===== config.mk =====
export PLATFORM = sky130hd
export DESIGN_NAME = pwr_wake_ctrl
export DESIGN_NICKNAME = d
export VERILOG_FILES = /design/src/rtl/pwr_wake_pkg.sv /design/src/rtl/pwr_sync_edge.sv /design/src/rtl/pwr_timeout.sv /design/src/rtl/pwr_cause_reg.sv /design/src/rtl/pwr_state_fsm.sv /design/src/rtl/pwr_wake_ctrl.sv
export SDC_FILE = /design/constraint.sdc
export NUM_CORES = 1
export LEC_CHECK = 0
export BUFFER_PORTS_ARGS = -buffer_cell sky130_fd_sc_hd__buf_2
export CAP_MARGIN = 20
export CORE_ASPECT_RATIO = 0.9
export CORE_UTILIZATION = 35
export CTS_CLUSTER_SIZE = 8
export DETAILED_ROUTE_END_ITERATION = 7
export PLACE_DENSITY = 0.59
export SYNTH_ARGS = -nofsm -noshare
export SYNTH_HDL_FRONTEND = slang
export SYNTH_SLANG_ARGS = --single-unit

===== constraint.sdc =====
create_clock -name clk -period 2.3 [get_ports clk]
set_input_delay 0.115 -clock clk [delete_from_list [all_inputs] [get_ports clk]]
set_output_delay 0.115 -clock clk [all_outputs]
set_load 0.01 [all_outputs]

===== src/rtl/pwr_wake_pkg.sv =====
`timescale 1ns/1ps
// Package: shared power-state encoding and cause-bit positions for the
// power-state and interrupt controller. Assumes nothing beyond 1800-2017.
package pwr_wake_pkg;

    typedef enum logic [1:0] {
        PS_RUN    = 2'd0,
        PS_SNOOZE = 2'd1,
        PS_COMA   = 2'd2
    } pstate_t;

    localparam int CAUSE_W  = 5;
    localparam int CB_KBD   = 0;
    localparam int CB_BATT  = 1;
    localparam int CB_TMO   = 2;
    localparam int CB_FLAP  = 3;
    localparam int CB_SENSE = 4;

    // Cause bits that drive the maskable interrupt.
    localparam logic [CAUSE_W-1:0] MASKABLE = (CAUSE_W'(1) << CB_KBD) | (CAUSE_W'(1) << CB_BATT);

endpackage


===== src/rtl/pwr_sync_edge.sv =====
`timescale 1ns/1ps
// Module: pwr_sync_edge
// Brings N asynchronous inputs into the clk domain through two flops each,
// then compares with a third flop to produce one-cycle rise/fall pulses.
// Assumes each input level is held for at least two clk cycles.
module pwr_sync_edge #(
    parameter int N = 4
) (
    input  logic         clk,
    input  logic         rst_n,
    input  logic [N-1:0] din,
    output logic [N-1:0] level,
    output logic [N-1:0] rise,
    output logic [N-1:0] fall
);

    logic [N-1:0] s1_q, s2_q, s3_q;

    for (genvar i = 0; i < N; i++) begin : g_bit
        // Per-bit synchroniser chain plus the history flop for edge detection.
        always_ff @(posedge clk) begin
            if (!rst_n) begin
                s1_q[i] <= 1'b0;
                s2_q[i] <= 1'b0;
                s3_q[i] <= 1'b0;
            end else begin
                s1_q[i] <= din[i];
                s2_q[i] <= s1_q[i];
                s3_q[i] <= s2_q[i];
            end
        end

        assign level[i] = s2_q[i];
        assign rise[i]  = s2_q[i] & ~s3_q[i];
        assign fall[i]  = ~s2_q[i] & s3_q[i];
    end

endmodule


===== src/rtl/pwr_timeout.sv =====
`timescale 1ns/1ps
// Module: pwr_timeout
// Inactivity down-counter. Loads reload_val at reset or on reload, counts
// down once per cycle and flags expire for the single cycle it holds 1.
// A load value of zero leaves the counter idle.
module pwr_timeout #(
    parameter int CNT_W = 16
) (
    input  logic             clk,
    input  logic             rst_n,
    input  logic [CNT_W-1:0] reload_val,
    input  logic             reload,
    output logic             expire
);

    logic [CNT_W-1:0] cnt_q;

    // Load on reset or activity, otherwise count down until zero.
    always_ff @(posedge clk) begin
        if (!rst_n)              cnt_q <= reload_val;
        else if (reload)         cnt_q <= reload_val;
        else if (cnt_q != '0)    cnt_q <= cnt_q - 1'b1;
    end

    assign expire = (cnt_q == CNT_W'(1)) && !reload;

    // one expiry per load, never two cycles in a row.
    assert_single_expiry_R11: assert property (@(posedge clk) disable iff (!rst_n)
        expire |=> !expire)
        else $error("timer expired twice in a row");

    // an idle counter stays idle without a reload.
    assert_idle_holds_R11: assert property (@(posedge clk) disable iff (!rst_n)
        (cnt_q == '0 && !reload) |=> (cnt_q == '0 && !expire))
        else $error("idle timer restarted by itself");

endmodule


===== src/rtl/pwr_cause_reg.sv =====
`timescale 1ns/1ps
// Module: pwr_cause_reg
// Sticky interrupt-cause register with write-one-to-clear. A set arriving
// in the same cycle as a clear wins. sys_clr wipes all bits.
// Assumes set_vec bits are single-cycle or level events in the clk domain.
module pwr_cause_reg
    import pwr_wake_pkg::*;
(
    input  logic               clk,
    input  logic               rst_n,
    input  logic [CAUSE_W-1:0] set_vec,
    input  logic               clr_wr,
    input  logic [CAUSE_W-1:0] clr_mask,
    input  logic               sys_clr,
    output logic [CAUSE_W-1:0] cause,
    output logic               int_req
);

    logic [CAUSE_W-1:0] eff_clr;

    assign eff_clr = clr_wr ? clr_mask : '0;

    // Accumulate causes; clear on write-one or system clear.
    always_ff @(posedge clk) begin
        if (!rst_n)       cause <= '0;
        else if (sys_clr) cause <= '0;
        else              cause <= (cause & ~eff_clr) | set_vec;
    end

    assign int_req = |(cause & MASKABLE);

    // without any clear, no set bit is ever lost.
    assert_sticky_R4: assert property (@(posedge clk) disable iff (!rst_n)
        (!sys_clr && !clr_wr) |=> ((cause & $past(cause)) == $past(cause)))
        else $error("cause bit dropped without a clear");

    // a bit written as 1 with no coincident set reads 0 afterwards.
    assert_w1c_R5: assert property (@(posedge clk) disable iff (!rst_n)
        (clr_wr && !sys_clr) |=> ((cause & $past(clr_mask & ~set_vec)) == '0))
        else $error("write-one-to-clear left a bit set");

endmodule


===== src/rtl/pwr_state_fsm.sv =====
`timescale 1ns/1ps
// Module: pwr_state_fsm
// Run/snooze/coma sequencer with the pending-NMI flag and the two-press
// reset pulse generator. halt_n is assumed synchronous to clk; all other
// event inputs are single-cycle pulses from the synchroniser.
module pwr_state_fsm
    import pwr_wake_pkg::*;
#(
    parameter int RST_LEN = 8
) (
    input  logic    clk,
    input  logic    rst_n,
    input  logic    halt_n,
    input  logic    int_req,
    input  logic    nmi_src,
    input  logic    btn_rise,
    input  logic    flap_fall,
    input  logic    sense_rise,
    output pstate_t state,
    output logic    nmi_n,
    output logic    rst_out_n,
    output logic    sys_clr,
    output logic    cpu_clk_en
);

    localparam int RST_CW = $clog2(RST_LEN + 1);

    pstate_t           nxt;
    logic              halt_q;
    logic              halt_fall;
    logic              nmi_pend;
    logic [RST_CW-1:0] rst_cnt;
    logic              in_run;
    logic              wake_snooze;
    logic              wake_coma;

    assign in_run      = (state == PS_RUN);
    assign halt_fall   = halt_q & ~halt_n;
    assign sys_clr     = btn_rise & in_run;
    assign wake_snooze = btn_rise | int_req | nmi_pend | nmi_src;
    assign wake_coma   = btn_rise | flap_fall | sense_rise;

    // Remember the previous halt level so only a fresh halt puts the system to sleep.
    always_ff @(posedge clk) begin
        if (!rst_n) halt_q <= 1'b1;
        else        halt_q <= halt_n;
    end

    // Next-state selection for the three power states.
    always_comb begin
        nxt = state;
        unique case (state)
            PS_RUN: begin
                if (!sys_clr && halt_fall && rst_cnt == '0)
                    nxt = nmi_pend ? PS_COMA : PS_SNOOZE;
            end
            PS_SNOOZE: if (wake_snooze) nxt = PS_RUN;
            PS_COMA:   if (wake_coma)   nxt = PS_RUN;
            default:   nxt = PS_RUN;
        endcase
    end

    // State register.
    always_ff @(posedge clk) begin
        if (!rst_n) state <= PS_RUN;
        else        state <= nxt;
    end

    // Pending NMI: set by shutdown events outside coma, dropped on coma entry or button reset.
    always_ff @(posedge clk) begin
        if (!rst_n)                          nmi_pend <= 1'b0;
        else if (sys_clr)                    nmi_pend <= 1'b0;
        else if (in_run && nxt == PS_COMA)   nmi_pend <= 1'b0;
        else if (nmi_src && state != PS_COMA) nmi_pend <= 1'b1;
    end

    // Reset pulse length counter, started by a run-state press.
    always_ff @(posedge clk) begin
        if (!rst_n)              rst_cnt <= '0;
        else if (sys_clr)        rst_cnt <= RST_CW'(RST_LEN);
        else if (rst_cnt != '0)  rst_cnt <= rst_cnt - 1'b1;
    end

    assign nmi_n      = ~nmi_pend;
    assign rst_out_n  = (rst_cnt == '0);
    assign cpu_clk_en = in_run;

    // a fresh halt with no NMI outstanding enters snooze.
    assert_snooze_entry_R2: assert property (@(posedge clk) disable iff (!rst_n)
        (in_run && halt_fall && !nmi_pend && !btn_rise && rst_cnt == '0) |=> (state == PS_SNOOZE))
        else $error("halt did not enter snooze");

    // a pending maskable cause wakes snooze on the next cycle.
    assert_snooze_wake_R3: assert property (@(posedge clk) disable iff (!rst_n)
        (state == PS_SNOOZE && int_req) |=> (state == PS_RUN))
        else $error("snooze not left on maskable cause");

    // the NMI stays asserted until coma entry or a button reset.
    assert_nmi_hold_R6: assert property (@(posedge clk) disable iff (!rst_n)
        (!nmi_n && !btn_rise && !(in_run && halt_fall)) |=> !nmi_n)
        else $error("NMI released early");

    // a halt after an NMI enters coma and releases the NMI.
    assert_coma_entry_R7: assert property (@(posedge clk) disable iff (!rst_n)
        (in_run && halt_fall && nmi_pend && !btn_rise && rst_cnt == '0) |=> (state == PS_COMA && nmi_n))
        else $error("halt after NMI did not enter coma");

    // coma holds without one of its three wake events.
    assert_coma_hold_R8: assert property (@(posedge clk) disable iff (!rst_n)
        (state == PS_COMA && !btn_rise && !flap_fall && !sense_rise) |=> (state == PS_COMA))
        else $error("coma left without a wake event");

    // no reset pulse is ever driven while the clock is stopped.
    assert_sleep_no_reset_R9: assert property (@(posedge clk) disable iff (!rst_n)
        (state != PS_RUN) |-> rst_out_n)
        else $error("reset driven while asleep");

    // a run-state press starts the reset pulse on the next cycle.
    assert_reset_start_R10: assert property (@(posedge clk) disable iff (!rst_n)
        sys_clr |=> !rst_out_n)
        else $error("reset pulse not started");

endmodule


===== src/rtl/pwr_wake_ctrl.sv =====
`timescale 1ns/1ps
// Module: pwr_wake_ctrl (top)
// Power-state and interrupt controller: gates the processor clock on halt,
// chooses snooze or coma, raises INT/NMI, runs the inactivity timer and the
// two-press reset, and serves the cause and flap I/O reads.
// Assumes halt_n, kbd_scan_req and the I/O strobes are synchronous to clk.
module pwr_wake_ctrl
    import pwr_wake_pkg::*;
#(
    parameter int TMO_W   = 16,
    parameter int RST_LEN = 8,
    parameter int ADDR_W  = 1,
    parameter int DATA_W  = 8
) (
    input  logic              clk,
    input  logic              rst_n,
    input  logic              halt_n,
    input  logic              kbd_scan_req,
    input  logic              batt_low,
    input  logic              flap_open,
    input  logic              sense_in,
    input  logic              btn_in,
    input  logic [TMO_W-1:0]  tmo_reload,
    input  logic              io_rd,
    input  logic              io_wr,
    input  logic [ADDR_W-1:0] io_addr,
    input  logic [DATA_W-1:0] io_wdata,
    output logic [DATA_W-1:0] io_rdata,
    output logic              cpu_clk_en,
    output logic              int_n,
    output logic              nmi_n,
    output logic              rst_out_n,
    output logic [1:0]        pwr_state
);

    localparam int                NSYNC      = 4;
    localparam int                SI_BATT    = 0;
    localparam int                SI_FLAP    = 1;
    localparam int                SI_SENSE   = 2;
    localparam int                SI_BTN     = 3;
    localparam logic [ADDR_W-1:0] CAUSE_ADDR = '0;
    localparam logic [ADDR_W-1:0] FLAP_ADDR  = ADDR_W'(1);

    logic [NSYNC-1:0]   s_lvl, s_rise, s_fall;
    logic               tmo_evt;
    logic               sys_clr;
    logic               int_req;
    logic               nmi_src;
    logic [CAUSE_W-1:0] cause;
    logic [CAUSE_W-1:0] set_vec;
    logic               clr_wr;
    pstate_t            state;
    logic               unused_bits;

    pwr_sync_edge #(.N(NSYNC)) u_sync (
        .clk   (clk),
        .rst_n (rst_n),
        .din   ({btn_in, sense_in, flap_open, batt_low}),
        .level (s_lvl),
        .rise  (s_rise),
        .fall  (s_fall)
    );

    pwr_timeout #(.CNT_W(TMO_W)) u_tmo (
        .clk        (clk),
        .rst_n      (rst_n),
        .reload_val (tmo_reload),
        .reload     (kbd_scan_req | sys_clr),
        .expire     (tmo_evt)
    );

    assign set_vec = {s_rise[SI_SENSE], s_rise[SI_FLAP], tmo_evt, s_lvl[SI_BATT], kbd_scan_req};
    assign clr_wr  = io_wr && (io_addr == CAUSE_ADDR);
    assign nmi_src = tmo_evt | s_rise[SI_FLAP] | s_rise[SI_SENSE];

    pwr_cause_reg u_cause (
        .clk      (clk),
        .rst_n    (rst_n),
        .set_vec  (set_vec),
        .clr_wr   (clr_wr),
        .clr_mask (io_wdata[CAUSE_W-1:0]),
        .sys_clr  (sys_clr),
        .cause    (cause),
        .int_req  (int_req)
    );

    pwr_state_fsm #(.RST_LEN(RST_LEN)) u_fsm (
        .clk        (clk),
        .rst_n      (rst_n),
        .halt_n     (halt_n),
        .int_req    (int_req),
        .nmi_src    (nmi_src),
        .btn_rise   (s_rise[SI_BTN]),
        .flap_fall  (s_fall[SI_FLAP]),
        .sense_rise (s_rise[SI_SENSE]),
        .state      (state),
        .nmi_n      (nmi_n),
        .rst_out_n  (rst_out_n),
        .sys_clr    (sys_clr),
        .cpu_clk_en (cpu_clk_en)
    );

    // I/O read mux: cause register or flap level, zero when not reading.
    always_comb begin
        io_rdata = '0;
        if (io_rd) begin
            if (io_addr == CAUSE_ADDR)     io_rdata = DATA_W'(cause);
            else if (io_addr == FLAP_ADDR) io_rdata = DATA_W'(s_lvl[SI_FLAP]);
        end
    end

    assign int_n       = ~int_req;
    assign pwr_state   = state;
    assign unused_bits = ^{io_wdata[DATA_W-1:CAUSE_W], s_rise[SI_BATT], s_fall[SI_BATT],
                           s_fall[SI_SENSE], s_fall[SI_BTN], s_lvl[SI_SENSE], s_lvl[SI_BTN]};

    // the maskable line tracks the maskable cause bits.
    assert_int_tracks_R3: assert property (@(posedge clk) disable iff (!rst_n)
        (!int_n) == (cause[CB_KBD] | cause[CB_BATT]))
        else $error("int_n does not follow maskable causes");

    // nothing is driven on the read bus outside a read.
    assert_rdata_idle_R12: assert property (@(posedge clk) disable iff (!rst_n)
        !io_rd |-> (io_rdata == '0))
        else $error("read data driven without a read");

endmodule


Yosys cells after proc, flatten, opt, wreduce, memory -nomap -nowiden
Cells that the tools add are included.

Input bits: 35. Register bits after elaboration: 40. Output and inout bits: 14.

Eq/ne operators: 6. Multiplexer cells: 13. Bitwise operators: 26. Reduce and logical (&&, ||, !) cells: 16. Add/subtract/negate cells: 2.

Operator list (count): $mux W16 (3); $eq A16 B1 Y1 const B (1); $reduce_bool A16 Y1 (1); $sub A16 B1 Y16 const B (1); $mux W5 (2); $not A1 Y1 (9); $mux W2 (4); $mux W4 (2); $mux W8 (1); $or A1 B1 Y1 (8); $and A1 B1 Y1 (6); $logic_and A1 B1 Y1 (6); $pmux W2 S3 (1); $and A5 B5 Y5 (1); $not A5 Y5 (1); $or A5 B5 Y5 (1); $eq A2 B2 Y1 const B (2); $logic_not A4 Y1 (1); $reduce_bool A4 Y1 (1); $reduce_or A2 Y1 (2); $sub A4 B1 Y4 const B (1); $ne A3 B1 Y1 const B (1); $reduce_or A3 Y1 (1); $eq A2 B1 Y1 const B (1); 4 further kinds (5).

Longest topological paths before layout
Gate-level depths: netlist of the first run.

Depth in word-level cells: 14. Mapped depth: 6. Mapped depth without buffers: 6.

By module
From an unflattened synthesis of the first run, not the netlist that was laid out.

Cell total of the unflattened synthesis: 212. Area, all modules: 2104.5 um2.

Modules (own cells, without submodules): pwr_timeout (area each 1028.5 um2, seq. area each 480.5 um2, times used 1, cells each 99); pwr_state_fsm (area each 387.9 um2, seq. area each 160.2 um2, times used 1, cells each 43); pwr_sync_edge (area each 386.6 um2, seq. area each 240.2 um2, times used 1, cells each 33); pwr_cause_reg (area each 201.4 um2, seq. area each 100.1 um2, times used 1, cells each 22); pwr_wake_ctrl (area each 100.1 um2, seq. area each 0.0 um2, times used 1, cells each 15).

Worst setup path before layout of the first run
OpenSTA, ideal clock, no wires.

Path type: register -> register. From: register u_fsm.state[0]. To: register u_tmo.cnt_q[0], enable pin. Setup time: 0.375 ns. Arrival: 1.692 ns. Data required time: 1.925 ns. Setup slack: 0.233 ns. Clock period less this slack: 2.067 ns. Cell stages (with the launch flop): 6. Cell sequence: dfxtp_1 or4b_1 nand2_1 buf_2 nor2_1 nand3_1.

Cells in the longest elaborated chain, start to end: 4.

RTL lines: from (decl) (RTL line pwr_state_fsm.sv:19) `output pstate_t state,`; from (signal assigned) (RTL line pwr_state_fsm.sv:66) `else state <= nxt;`; $logic_not A2 Y1 (RTL line pwr_state_fsm.sv:37) `assign in_run = (state == PS_RUN);`; $and A1 B1 Y1 (RTL line pwr_state_fsm.sv:39) `assign sys_clr = btn_rise & in_run;`; $or A1 B1 Y1 (RTL line pwr_wake_ctrl.sv:68) `.reload (kbd_scan_req | sys_clr),`; $ne A3 B1 Y1 (no source line); to (signal assigned) (RTL line pwr_timeout.sv:20) `if (!rst_n) cnt_q <= reload_val;`; to (signal assigned) (RTL line pwr_timeout.sv:21) `else if (reload) cnt_q <= reload_val;`; to (signal assigned) (RTL line pwr_timeout.sv:22) `else if (cnt_q != '0) cnt_q <= cnt_q - 1'b1;`; to (decl) (RTL line pwr_timeout.sv:16) `logic [CNT_W-1:0] cnt_q;`.

No other way between the ends. A chain may end at the register's enable or synchronous reset.

Final worst setup path of the first run
From: register u_tmo.cnt_q[2]. To: register u_tmo.cnt_q[10] (data pin).

Cells in the longest elaborated chain, start to end: 4.

RTL lines (RTL line): $sub A16 B1 Y16 (pwr_timeout.sv:22); $mux W16 (pwr_timeout.sv:22); $mux W16 (pwr_timeout.sv:21); $mux W16 (pwr_timeout.sv:20).

No other way between the ends. The select of a mux whose other input is x is not followed.

==> results of run 1 <==
## power groups by stage
stage	sequential [mW]	combinational [mW]	clock [mW]
2_1_floorplan	0.879	0.274	0
3_3_place_gp	0.890	0.365	0
3_5_place_dp	0.892	0.379	0
4_1_cts	0.878	0.381	0.542
5_1_grt	0.887	0.431	0.565
6_report	0.878	0.374	0.529
## path summary, 6_finish.rpt
check / depth (start not counted) / startpoint / end
hold / removal: 2 / halt_n / u_fsm.halt_q$_SDFF_PN1_
setup reg to reg: 5 / u_tmo.cnt_q[2]$_DFFE_PP_ / u_tmo.cnt_q[10]$_DFFE_PP_
setup / recovery: 5 / u_tmo.cnt_q[2]$_DFFE_PP_ / u_tmo.cnt_q[10]$_DFFE_PP_
hold reg to reg: 1 / u_sync.s1_q[3]$_SDFF_PN0_ / u_sync.level[3]$_SDFF_PN0_
## state kept, by name, indices dropped and copies added (netlist names)
signal / count
u_cause.cause: 5
u_fsm.state: 2
u_fsm.halt_q: 1
u_fsm.nmi_pend: 1
u_sync.s3_q: 3
u_tmo.cnt_q: 16
u_sync.s1_q: 4
u_sync.level: 4
u_fsm.rst_cnt: 4
## cell type report
cell class,instances,area share (%)
Clock inverter,1,0.212
Tap cell,67,3.55
Timing Repair Buffer,46,10.7
Inverter,6,0.953
Clock buffer,7,4.13
Multi-Input combinational cell,152,39.8
Sequential cell,40,40.7
## kinds of logic after synthesis
| group | share of synthesized area [%] |
|---|---|
| compound gates | 9.31 |
| xor+xnor | 6.25 |
| fa+ha+maj | 2.55 |
| buf+inv | 3.51 |
| flops | 48.9 |
| mux | 0.510 |
| other cells | 0.191 |
| simple gates | 28.7 |
## synthesized netlist by cell type (2+ instances only)
cell type,number
xor2_1,6
nand2b_1,4
inv_1,6
buf_4,3
xnor2_1,8
or3_1,2
nor2_1,20
o21ai_1,11
ha_1,4
and2_1,15
and3_1,2
dfxtp_1,24
nand2_1,26
a21oi_1,7
buf_2,4
edfxtp_1,16
nor4_1,2
nor3_1,4
nand3b_1,2
o21ai_0,6
nor2b_1,7
## per-layer routing
metal  vias up  global-route usage (%)
met5         -                       0
met4         0                    6.55
met3         7                    4.25
met2        40                    20.6
met1       671                    18.9
li1        781                       -
## critical path: stages (launching register included)
cell	delay (ns)
edfxtp_1	0.48
nor4_4	0.44
nand3_2	0.18
or3_1	0.36
xor2_1	0.17
o21ai_2	0.06
==> flow_results.org, run 1 <==
** Status
- The run finished with clean final reports.

** Placement
- At the placement stage, the worst setup path has a slack of around 0.35 ns.
- Placed Cells :: 311
- Port-buffer cells :: between 40 and 50
- DPL Wire Length :: 2740 um
- Area after DPL :: 2260 um^2
- Routability-driven placement finished with a final weighted congestion of roughly 0.70.

** Finish
- Sequential cell area :: 961 um^2
- Compared with the post-synthesis result, the final layout area differs by 20.4%.
- Once layout is done, the placed cells without fillers occupy 2360 um^2.
- Fin cells :: 319
- For this run, the share of the core covered by cells in the final layout is about 44%.
- Cells with a size suffix above 1 make up 26.6% of the layout.
- Commonest cells after routing, fill and taps aside :: buf_2, nand2_1, dfxtp_1
- Layout filler cell count :: 559
- The multi-input combinational cells in the finished layout cover a total of 941 um^2.
- The library cell used most frequently in the layout, excluding fill and tap cells, is buf_2.
- The repair_antennas step left the layout with diodes totalling 0.
- For this run, the post-layout net count is just under 300.

** Global route
- Initial antenna violation count :: 0
- Entering global routing, the biggest net connects 31 pins.
- Via count of the first global-routing pass :: ~1400
- Global routing used 14.1% of the available tracks across all layers.
- Total overflow reported by the global router :: 0
- The first global-routing pass estimated 6190 um of wire.

** Clock tree
- CTS built an H-tree with a depth of 2.
- Resize count post-CTS :: 0
- CTS Root Buffer Type :: clkbuf_8
- Post-CTS Setup Inserts :: 0
- Clock-pin slew was measured on the worst setup and hold paths at approximately 0.08 ns.
- Worst-Skew Late Latency :: 0.30 ns
- The clock passes through at most 2 buffers.
- The number of hold buffers added after CTS was 0.
- Clock sinks :: 40
- CTS tree :: built
- In this run, CTS created clock tree buffers numbering 5.

** Timing
- Final clock skew :: 0.00610 ns
- Setup repair after global routing left no endpoint under its margin.
- Number of failing hold endpoints at the final stage :: 0
- Sum of negative setup slack :: 0 ns
- The tightest hold path in the finished design has a slack of 0.0142 ns.
- Worst slew slack as a fraction of its limit :: 66.0%
- Setup violations remaining at the end of the flow were counted as 0.
- Final worst path period share :: 83.7%
- For the finished layout, the period the worst path requires is 1.93 ns.
- Final Max Slew Viols :: 0
- Derived from the worst setup path, the maximum achievable clock frequency is slightly above 500 MHz.
- At the pin with the least slew margin, the transition time is 0.505 ns.
- Once routing completed, OpenROAD measured the worst setup slack at approximately 0.37 ns.

** Detailed routing
- WL per Instance :: 12.0 um
- Routed signal wires occupy layers up through met4.
- The detailed router put a total of 1890 um of wire on met1.
- The routed design uses about 230 um of met3 wire.
- In this run the remaining antenna-violating nets after routing total 0.
- Wirelength, routed :: between 3000 and 4000 um
- For this run, design rule violations remaining after detail routing come to 0.
- Initial DRT Pass Iterations :: 4
- The detailed router finished its first iteration with 85 violations.
- Summed over all nets, wire length on met2 after detailed routing comes to between 1500 and 2000 um.
- The routed layout has approximately 1500 vias.
- In the routed layout, each cell is associated on average with a via count of 4.70.

** Power
- In this run the power spent charging and discharging nets is ~0.5 mW.
- Power consumption :: 1.78 mW
- Switch share :: 28.6%
- The analysis attributes to cell leakage a power of 0.987 nW.
- The worst-case IR drop observed on VDD is 330 uV.
- Flop pwr share :: 49.3%
- Combinational logic burns 21.0% of the power.
- Cell area power density :: 753 nW/um^2
- Relative contribution of the clock network to total power :: 29.7%
- Cell internal power was estimated by the tool at about 1.3 mW.

** Worst hold path
- Hold/Removal Path Class :: in -> reg

** Synth
- Post-synthesis cell type with the largest combined area :: dfxtp_1
- Synthesized area per cell :: 9.62 um^2
- Primary FF master, synth :: dfxtp_1
- Area share of the leading cell type in the synthesized netlist :: between 20% and 30%
- Total standard cell area after synthesis :: about 2000 um^2
- Of all flip-flops after synthesis, the portion carrying an async set or reset was 0%.
- Sequential area share after synthesis :: 48.9%
- Number of cells produced by synthesis :: 204
- Distinct cell type count after synthesis :: 46
- Yosys Warn Count :: 0
- Most area-consuming cells after synthesis :: dfxtp_1, edfxtp_1, nand2_1
- Synth Register Bits :: 40
- The synthesized design contains 16 enable-type register cells.

** Floorplan
- The floorplan step defined a die boundary enclosing between 5000 and 6000 um^2.
- I/O pins :: 49
- For this configuration, the core starts out at a cell density of 36.9%.
- Core box area :: 5320 um^2
- Die height :: roughly 73 um
- In this run the core area contains 25 standard-cell rows.
- The floorplan step set the die width to 80.9 um.

** Critical path
- CP required :: 2.36 ns
- Setup Crit Path Kind :: reg -> reg
- Arrival @ worst endpoint :: between 1.5 and 2 ns
- Setup slack on the worst reg-to-reg path comes out at 0.37 ns.
- CP endpoint kind :: register
- In this run the worst path has a maximum fanout of 4.
- Startpoint Class :: register

** Run
- The tool flagged a number of max-cap violations equal to 0.
Power figures use the tool's default switching activity.
==> run 2: changes to the inputs <==
--- a/config.mk
+++ b/config.mk
@@ -5,6 +5,7 @@
 export SDC_FILE = /design/constraint.sdc
 export NUM_CORES = 1
 export LEC_CHECK = 0
+export ABC_AREA = 1
 export BUFFER_PORTS_ARGS = -buffer_cell sky130_fd_sc_hd__buf_2
 export CAP_MARGIN = 20
 export CORE_ASPECT_RATIO = 0.9
==> constraint.sdc (replaced) <==
create_clock -name clk -period 1.94 [get_ports clk]
set_input_delay 0.097 -clock clk [delete_from_list [all_inputs] [get_ports clk]]
set_output_delay 0.097 -clock clk [all_outputs]
set_load 0.01 [all_outputs]
==> run 2 against run 1 <==
The flow now finishes with violations (design-rule violations). Clock-buffer cell count fell by 2. Critical path depth rose by 4. Setup slack got worse by 0.20 ns. Sequential share of layout area fell by 3.2 points. Power rose by 25%.
==> flow_results.org, run 2 <==
** Clock tree
- Worst-Skew Late Latency :: 0.30 ns (about the same)
- CTS tree :: built
- The number of buffers between clock root and the deepest sink was 2 (unchanged).
- Clock tree synthesis selected as its root buffer the cell clkbuf_8.
- Resize count post-CTS :: 0 (unchanged)
- Clock transition at the register clock pins on the worst setup and hold paths after CTS :: 0.09 ns (about the same)
- The number of sinks handled by clock tree synthesis came to 40 (unchanged).
- The total number of H-tree levels came to 2 (unchanged).
- The number of clock buffers inserted by TritonCTS came to 5 (unchanged).

** Critical path
- Standard cell with the maximum stage delay on the critical path :: edfxtp_1
- The largest incremental delay on the critical path came to 0.44 ns (-0.04 ns).
- The kind of cell with the highest combined delay along the critical path is simple AND/OR/NAND/NOR gates.
- Startpoint Class :: register
- Top cell by count, worst path :: inv_1
- Worst path cell trace :: inv_1, ha_1, inv_1, nor2_1, nand2_1, nand2_1, nand3_1, o21ai_0, inv_1
- The worst setup path is of the reg -> reg kind.
- Worst-path maximum fanout :: 5 (+1)
- Buf/Inv on CP :: 3 (+3)
- CP endpoint kind :: register
- CP required :: 2.00 ns (-0.36 ns)
- Arrival @ worst endpoint :: 1.82 ns (-0.17 ns)

** Synth
- Number of cells produced by synthesis :: 284 (+39%)
- The commonest cells after synthesis are nand2_1, inv_1, nor2_1.
- Synth Register Bits :: 40 (unchanged)
- The top cell type's share of synthesized area came to 22.7% (-1.7 points).
- For this run, the leading register cell type out of synthesis is dfxtp_1.
- Synthesized area per cell :: 7.44 um^2 (-23%)
- The most common cell in the synthesized netlist is nand2_1.
- Sorting the synthesized cells by area gives the leading types as dfxtp_1, edfxtp_1, nand2_1.
- The distinct cell type count of the synthesized netlist came to 26 (-43%).
- The post-synthesis instance area is 2110 um^2 (+7.6%).
- The post-synthesis sequential area ratio is 45.5% (-3.5 points).
- The largest total area in the synthesized netlist belongs to dfxtp_1.
- Yosys Warn Count :: 0 (unchanged)
- Share of flip-flops with an asynchronous set or reset after synthesis :: 0% (unchanged)
- The number of enable-type register cells in the synthesized netlist is 16 (unchanged).

** Global route
- Pin count of the biggest net entering global routing :: 21 (-32%)
- Via count of the first global-routing pass :: 1535 (+11%)
- Total overflow reported by the global router :: 0 (unchanged)
- The met3 global-route usage came to 3.25% (-1.0 points).
- Total Routing Usage GR :: 14.0% (-0.093 points)
- Busiest layer in global routing :: met2
- Global-route wire length before repair :: 6830 um (+10%)
- The met2 track demand over resource was 21.5% (+0.86 points).
- Met1 GRT Util :: 18.9% (-0.025 points)
- Initial antenna violation count :: 0 (unchanged)

** Floorplan
- Effective utilization at floorplan :: 36.7% (-0.24 points)
- The full die area came to 6350 um^2 (+7.4%).
- The area of the placeable core was 5760 um^2 (+8.3%).
- The chip width is 83.9 um (+3.6%).
- Die height :: 75.7 um (+3.6%)
- The placement row count came to 26 (+4.0%).
- The count of boundary I/O pins was 49 (unchanged).

** Timing
- Final worst path period share :: 90.8% (+7.0 points)
- Highest achievable clock rate :: 568 MHz (+9.4%)
- Crit path time final :: 1.76 ns (-0.165 ns)
- Final setup fails :: 0 (unchanged)
- The setup TNS after final layout came to 0 ns (unchanged).
- Final worst setup slack :: 0.179 ns (-0.195 ns)
- Final Max Slew Viols :: 0 (unchanged)
- Final clock skew :: 0.00677 ns (+0.000676 ns)
- The count of endpoints failing hold in the final timing report is 0 (unchanged).
- Setup repair after global routing missed its margin :: no

** Detailed routing
- DR DRC count :: 2 (+2)
- Total number of vias :: 1798 (+20%)
- The number of search-and-repair iterations in the first detailed-routing pass is 6 (+2).
- Wirelength, routed :: 4200 um (+10%)
- The initial detailed-routing violation count is 114 (+34%).
- Post-DR vias/cell :: 4.39 (-6.7%)
- WL per Instance :: 10.3 um (-14%)
- Final ANT Viol Nets :: 0 (unchanged)

** Power
- The peak ir drop on the vdd network came to 324 uV (-1.8%).
- Power consumption :: 2.23 mW (+25%)
- Cell area power density :: 869 nW/um^2 (+15%)
- Cell leakage power :: 1.25 nW (+27%)

** Status
- The flow ran to the end, but the final reports show violations.
- Failing checks :: design-rule violations

** Placement
- The HPWL reported at the end of detailed placement was 3220 um (+17%).
- Pre-CTS setup slack :: 0.151 ns (-0.203 ns)
- Placer congestion estimate :: 0.872 (+24%)
- Port-buffer cells :: 42 (unchanged)

** Finish
- The flip-flop count of the largest register after layout was 16 (unchanged).
- Leading registers by flop count :: u_tmo.cnt_q (16), u_cause.cause (5)
- Register bank with the most flops :: u_tmo.cnt_q
- The final-stage net count is 378 (+30%).
- Commonest cells after routing, fill and taps aside :: nand2_1, inv_1, buf_2
- # diodes :: 0 (unchanged)
- Layout filler cell count :: 599 (+7.2%)
- Area overhead of the layout relative to synthesis :: 21.6%
- Leaving out fill and tap cells, the most frequent cell in the layout is nand2_1.
- The proportion of layout cells with a drive suffix above 1 is 18.8% (-7.8 points).

** Worst hold path
- The worst hold path belongs to the class in -> reg.

** Run
- Max-cap viol count :: 0 (unchanged)
==> run 2: kinds of logic after synthesis <==
logic type	count (synthesis)	synth area share (%)
and+or+nand+nor	138	28.0
buffers and inverters	60	12.3
DFF	40	45.5
AOI/OAI and AO/OA	31	7.58
xor gates and xnor gates	10	4.15
adders and majority gates	4	2.37
other	1	0.178
==> run 2: tightest hold or removal path: stages <==
cell and delay [ns]:
buf_2 0.08, nand2_1 0.04, nand2_1 0.05
==> run 2: metrics by stage <==
step | instances | area [um^2] | utilization, % | hold WS (ns)
4_1_cts | 408 | 2550 | 44.4 | 0.0658
2_1_floorplan | 286 | 2120 | - | 0.190
3_3_place_gp | 395 | 2390 | 41.5 | 0.278
6_report | 410 | 2570 | 44.6 | 0.0668
5_1_grt | 410 | 2570 | 44.6 | 0.0859
3_5_place_dp | 395 | 2390 | 41.5 | 0.281
==> run 2: repair_timing <==
item                       in CTS  in global routing
setup endpoints to repair       0                  2
buffers inserted                0                  2
hold buffers                    5                  0
hold endpoints to repair        5                  0
==> run 2: final timing paths <==
kind | start | to | slack (ns) | depth (start not counted)
setup / recovery | u_tmo.cnt_q[0]$_DFFE_PP_ | u_tmo.cnt_q[14]$_DFFE_PP_ | 0.18 | 9
hold / removal | tmo_reload[12] | u_tmo.cnt_q[12]$_DFFE_PP_ | 0.07 | 3
setup reg to reg | u_tmo.cnt_q[0]$_DFFE_PP_ | u_tmo.cnt_q[14]$_DFFE_PP_ | 0.18 | 9
hold reg to reg | u_sync.s1_q[3]$_SDFF_PN0_ | u_sync.level[3]$_SDFF_PN0_ | 0.42 | 2
==> run 2: layer usage <==
layer | vias up | share of wire, %
met4 | 0 | 1.5
met2 | 28 | 42
met1 | 781 | 53
met5 | - | 0
met3 | 5 | 3.6
li1 | 984 | -
==> run 2: layout make-up <==
class	count	area [um^2]	share of cell area [%]
inverter	53	199	7.74
clock inverter	3	47.5	1.85
timing repair buffer	53	305	11.9
multi-input combinational	186	900	35.0
tap	70	87.6	3.41
sequential	40	961	37.4
clock buffer	5	68.8	2.68
==> run 2: power by group <==
part | internal (mW) | switching [mW]
Clock | 0.388 | 0.315
Combinational | 0.206 | 0.281
Sequential | 0.972 | 0.0698
==> run 3: changes to the inputs <==
--- a/config.mk
+++ b/config.mk
@@ -13,6 +13,7 @@
 export CTS_CLUSTER_SIZE = 8
 export DETAILED_ROUTE_END_ITERATION = 7
 export PLACE_DENSITY = 0.59
+export RECOVER_POWER = 100
 export SYNTH_ARGS = -nofsm -noshare
 export SYNTH_HDL_FRONTEND = slang
 export SYNTH_SLANG_ARGS = --single-unit
==> run 3 against run 2 <==
The run still ends with design-rule violations left. Combinational power fell by 3%. Register-to-register slack barely moved. Final cell count did not move. Sequential share of layout area rose by 0.42 points. Critical path depth did not move. Non-clock buffer count did not move. Clock-buffer cell count did not move. Critical endpoint unchanged.
==> flow_results.org, run 3 (same netlist as run 2, synthesis figures left out) <==
** Status
- The run finished, with violations left.
- The checks that failed: design-rule violations.

** Floorplan
- The chip width came to 83.9 um (unchanged).
- I/O pins :: 49 (unchanged)
- The placement row count came to 26 (unchanged).
- The die extent in y is 75.7 um (unchanged).
- Effective utilization at floorplan :: 36.7% (unchanged)
- Core box area :: 5760 um^2 (unchanged)
- Overall die area :: 6350 um^2 (unchanged)

** Timing
- Number of failing hold endpoints at the final stage :: 0 (unchanged)
- Crit path time final :: 1.77 ns (+0.00393 ns)
- Highest achievable clock rate :: 567 MHz (-0.22%)
- Setup repair after global routing left no endpoint under its margin.
- The setup TNS after final layout came to 0 ns (unchanged).
- Final Max Slew Viols :: 0 (unchanged)
- The number of failing setup endpoints in the final timing report was 0 (unchanged).
- Final clock skew :: 0.00715 ns (+0.000377 ns)
- The final cycle utilization of the critical path is 91.0% (+0.20 points).

** Power
- The switching share of total power is 29.9% (+0.049 points).
- The switching power summed over all nets is 0.662 mW (-0.53%).
- The part of the power in the clock network was 31.6% (about the same).
- The internal power consumption is 1.55 mW (-0.76%).
- The peak ir drop on the vdd network was 321 uV (-1.0%).
- Cell area power density :: 872 nW/um^2 (+0.43%)
- The sequential fraction of design power is 47.0% (+0.3 points).
- Cell leakage power :: 1.21 nW (-3.5%)
- Proportion of power drawn by combinational gates :: 21.4% (-0.4 points)

** Critical path
- The cell family contributing the most delay on the critical path is simple AND/OR/NAND/NOR gates.
- Startpoint Class :: register
- On the critical path, the stage with the largest delay is an instance of edfxtp_1.
- The largest incremental delay on the critical path is 0.44 ns (about the same).
- STA classifies the critical path endpoint as a register.
- Top cell by count, worst path :: inv_1
- The arrival time at the worst endpoint was 1.82 ns (about the same).
- The data required time at the worst endpoint came to 2.00 ns (about the same).
- Buf/Inv on CP :: 3 (unchanged)
- The maximum fanout along the worst path was 5 (unchanged).
- Setup Crit Path Kind :: reg -> reg
- Traced cell by cell, the critical path runs through inv_1, ha_1, inv_1, nor2_1, nand2_1, nand2_1, nand3_1, o21ai_0, inv_1.

** Clock tree
- Number of clock buffers inserted by TritonCTS :: 5 (unchanged)
- The root buffer cell chosen for the clock tree is clkbuf_8.
- The number of cells upsized or downsized after cts was 0 (unchanged).
- Deepest level of the CTS H-tree :: 2 (unchanged)
- The number of buffers between clock root and the deepest sink came to 2 (unchanged).
- Clock transition at the register clock pins on the worst setup and hold paths after CTS :: 0.09 ns (about the same)
- The number of sinks handled by clock tree synthesis came to 40 (unchanged).
- CTS tree :: built
- Worst-Skew Late Latency :: 0.29 ns (about the same)

** Placement
- The HPWL reported at the end of detailed placement came to 3220 um (unchanged).
- Port-buffer cells :: 42 (unchanged)
- The final estimated routing congestion in global placement is 0.872 (unchanged).

** Finish
- Leading registers by flop count :: u_tmo.cnt_q (16), u_cause.cause (5)
- Leaving out fill and tap cells, the most frequent cell in the layout is nand2_1.
- Compared with the post-synthesis result, the final layout area differs by 20.3%.
- The flip-flop count of the largest register after layout came to 16 (unchanged).
- Register bank with the most flops :: u_tmo.cnt_q
- Leaving out fill and tap cells, the most frequent cells in the layout are nand2_1, inv_1, nor2_1.
- The final-stage net count was 378 (unchanged).
- Layout filler cell count :: 610 (+1.8%)
- The share of the core filled with cells in the final layout is 44.1% (-0.50 points).
- The number of antenna cells inserted came to 0 (unchanged).
- The proportion of layout cells with a drive suffix above 1 came to 14.1% (-4.7 points).

** Global route
- The aggregate global routing overflow came to 0 (unchanged).
- Total Routing Usage GR :: 14.0% (unchanged)
- The number of antenna violations at the first check in global routing came to 0 (unchanged).
- Pin count of the biggest net entering global routing :: 21 (unchanged)
- The via count of the first global-routing pass was 1535 (unchanged).
- The wire length of the first global-routing pass is 6830 um (unchanged).

** Detailed routing
- The remaining routing DRC violations is 2 (unchanged).
- WL per Instance :: 10.2 um (about the same)
- Wirelength, routed :: 4200 um (about the same)
- Post-DR vias/cell :: 4.33 (-1.2%)
- The initial detailed-routing violation count came to 100 (-12%).
- The number of search-and-repair iterations in the first detailed-routing pass is 6 (unchanged).
- The count of antenna-violating nets left after detailed routing was 0 (unchanged).
- The total number of vias came to 1776 (-1.2%).

** Run
- The max-cap violation count was 0 (unchanged).

** Worst hold path
- Hold/Removal Path Class :: in -> reg
## run 3: changes by cell type in the layout (fill, tap and decap cells not counted), moves of 2 or more
cell / delta
buf_2: -11
nor2_1: +2
buf_4: -3
o21ai_1: -5
clkbuf_1: +13
o21ai_0: +5
nor2_2: -2
## run 3: per-layer routing
layer  track usage, %  up-vias  routed length, um  part of all wire, %
li1                 -      983                  -                    -
met1             18.9      759               2220                   53
met2             21.5       29               1770                   42
met3             3.25        5                156                  3.7
met4             6.90        0                 62                  1.5
met5                0        -                  0                    0
## run 3: worst reg2reg max path, stage by stage (launching register included)
cell	delay (ns)
edfxtp_1	0.44
inv_1	0.13
ha_1	0.28
inv_1	0.07
nor2_1	0.26
nand2_1	0.10
nand2_1	0.06
nand3_1	0.06
o21ai_0	0.08
inv_1	0.06
## run 3: final cells by class
| cell class | instances | area (um^2) | area share [%] |
|---|---|---|---|
| clock inverter | 3 | 47.5 | 1.87 |
| sequential | 40 | 961 | 37.8 |
| clock buffer | 5 | 68.8 | 2.71 |
| multi-input combinational | 186 | 895 | 35.2 |
| inverter | 53 | 199 | 7.83 |
| tap | 70 | 87.6 | 3.45 |
| timing repair buffer | 53 | 282 | 11.1 |
## run 3: power by group through the flow
stage / Clock [mW] / Sequential (mW) / Combinational (mW)
4_1_cts: 0.722 / 1.04 / 0.487
3_3_place_gp: 0 / 1.06 / 0.468
3_5_place_dp: 0 / 1.06 / 0.478
5_1_grt: 0.750 / 1.06 / 0.556
6_report: 0.701 / 1.04 / 0.474
2_1_floorplan: 0 / 1.04 / 0.355
## run 3: timing repair
item                                    in CTS  in global routing
hold buffers                                 5                  0
setup buffers                                0                  2
endpoints found under the setup margin       0                  2
hold endpoints to repair                     5                  0
## run 3: path summary, 6_finish.rpt
kind	cells past startpoint	to	slack, ns	start
setup / recovery	9	u_tmo.cnt_q[14]$_DFFE_PP_	0.17	u_tmo.cnt_q[0]$_DFFE_PP_
hold / removal	3	u_tmo.cnt_q[12]$_DFFE_PP_	0.07	tmo_reload[12]
setup reg to reg	9	u_tmo.cnt_q[14]$_DFFE_PP_	0.17	u_tmo.cnt_q[0]$_DFFE_PP_
hold reg to reg	2	u_sync.level[3]$_SDFF_PN0_	0.42	u_sync.s1_q[3]$_SDFF_PN0_
## run 3: through the flow
step | hold slack, ns | power, mW | worst slack, ns | area, um^2 | instances
6_report | 0.0683 | 2.22 | 0.175 | 2540 | 410
4_1_cts | 0.0658 | 2.25 | 0.136 | 2550 | 408
3_3_place_gp | 0.278 | 1.53 | 0.197 | 2390 | 395
2_1_floorplan | 0.190 | 1.40 | 0.139 | 2120 | 286
3_5_place_dp | 0.281 | 1.54 | 0.151 | 2390 | 395
5_1_grt | 0.0859 | 2.36 | 0.0288 | 2540 | 410
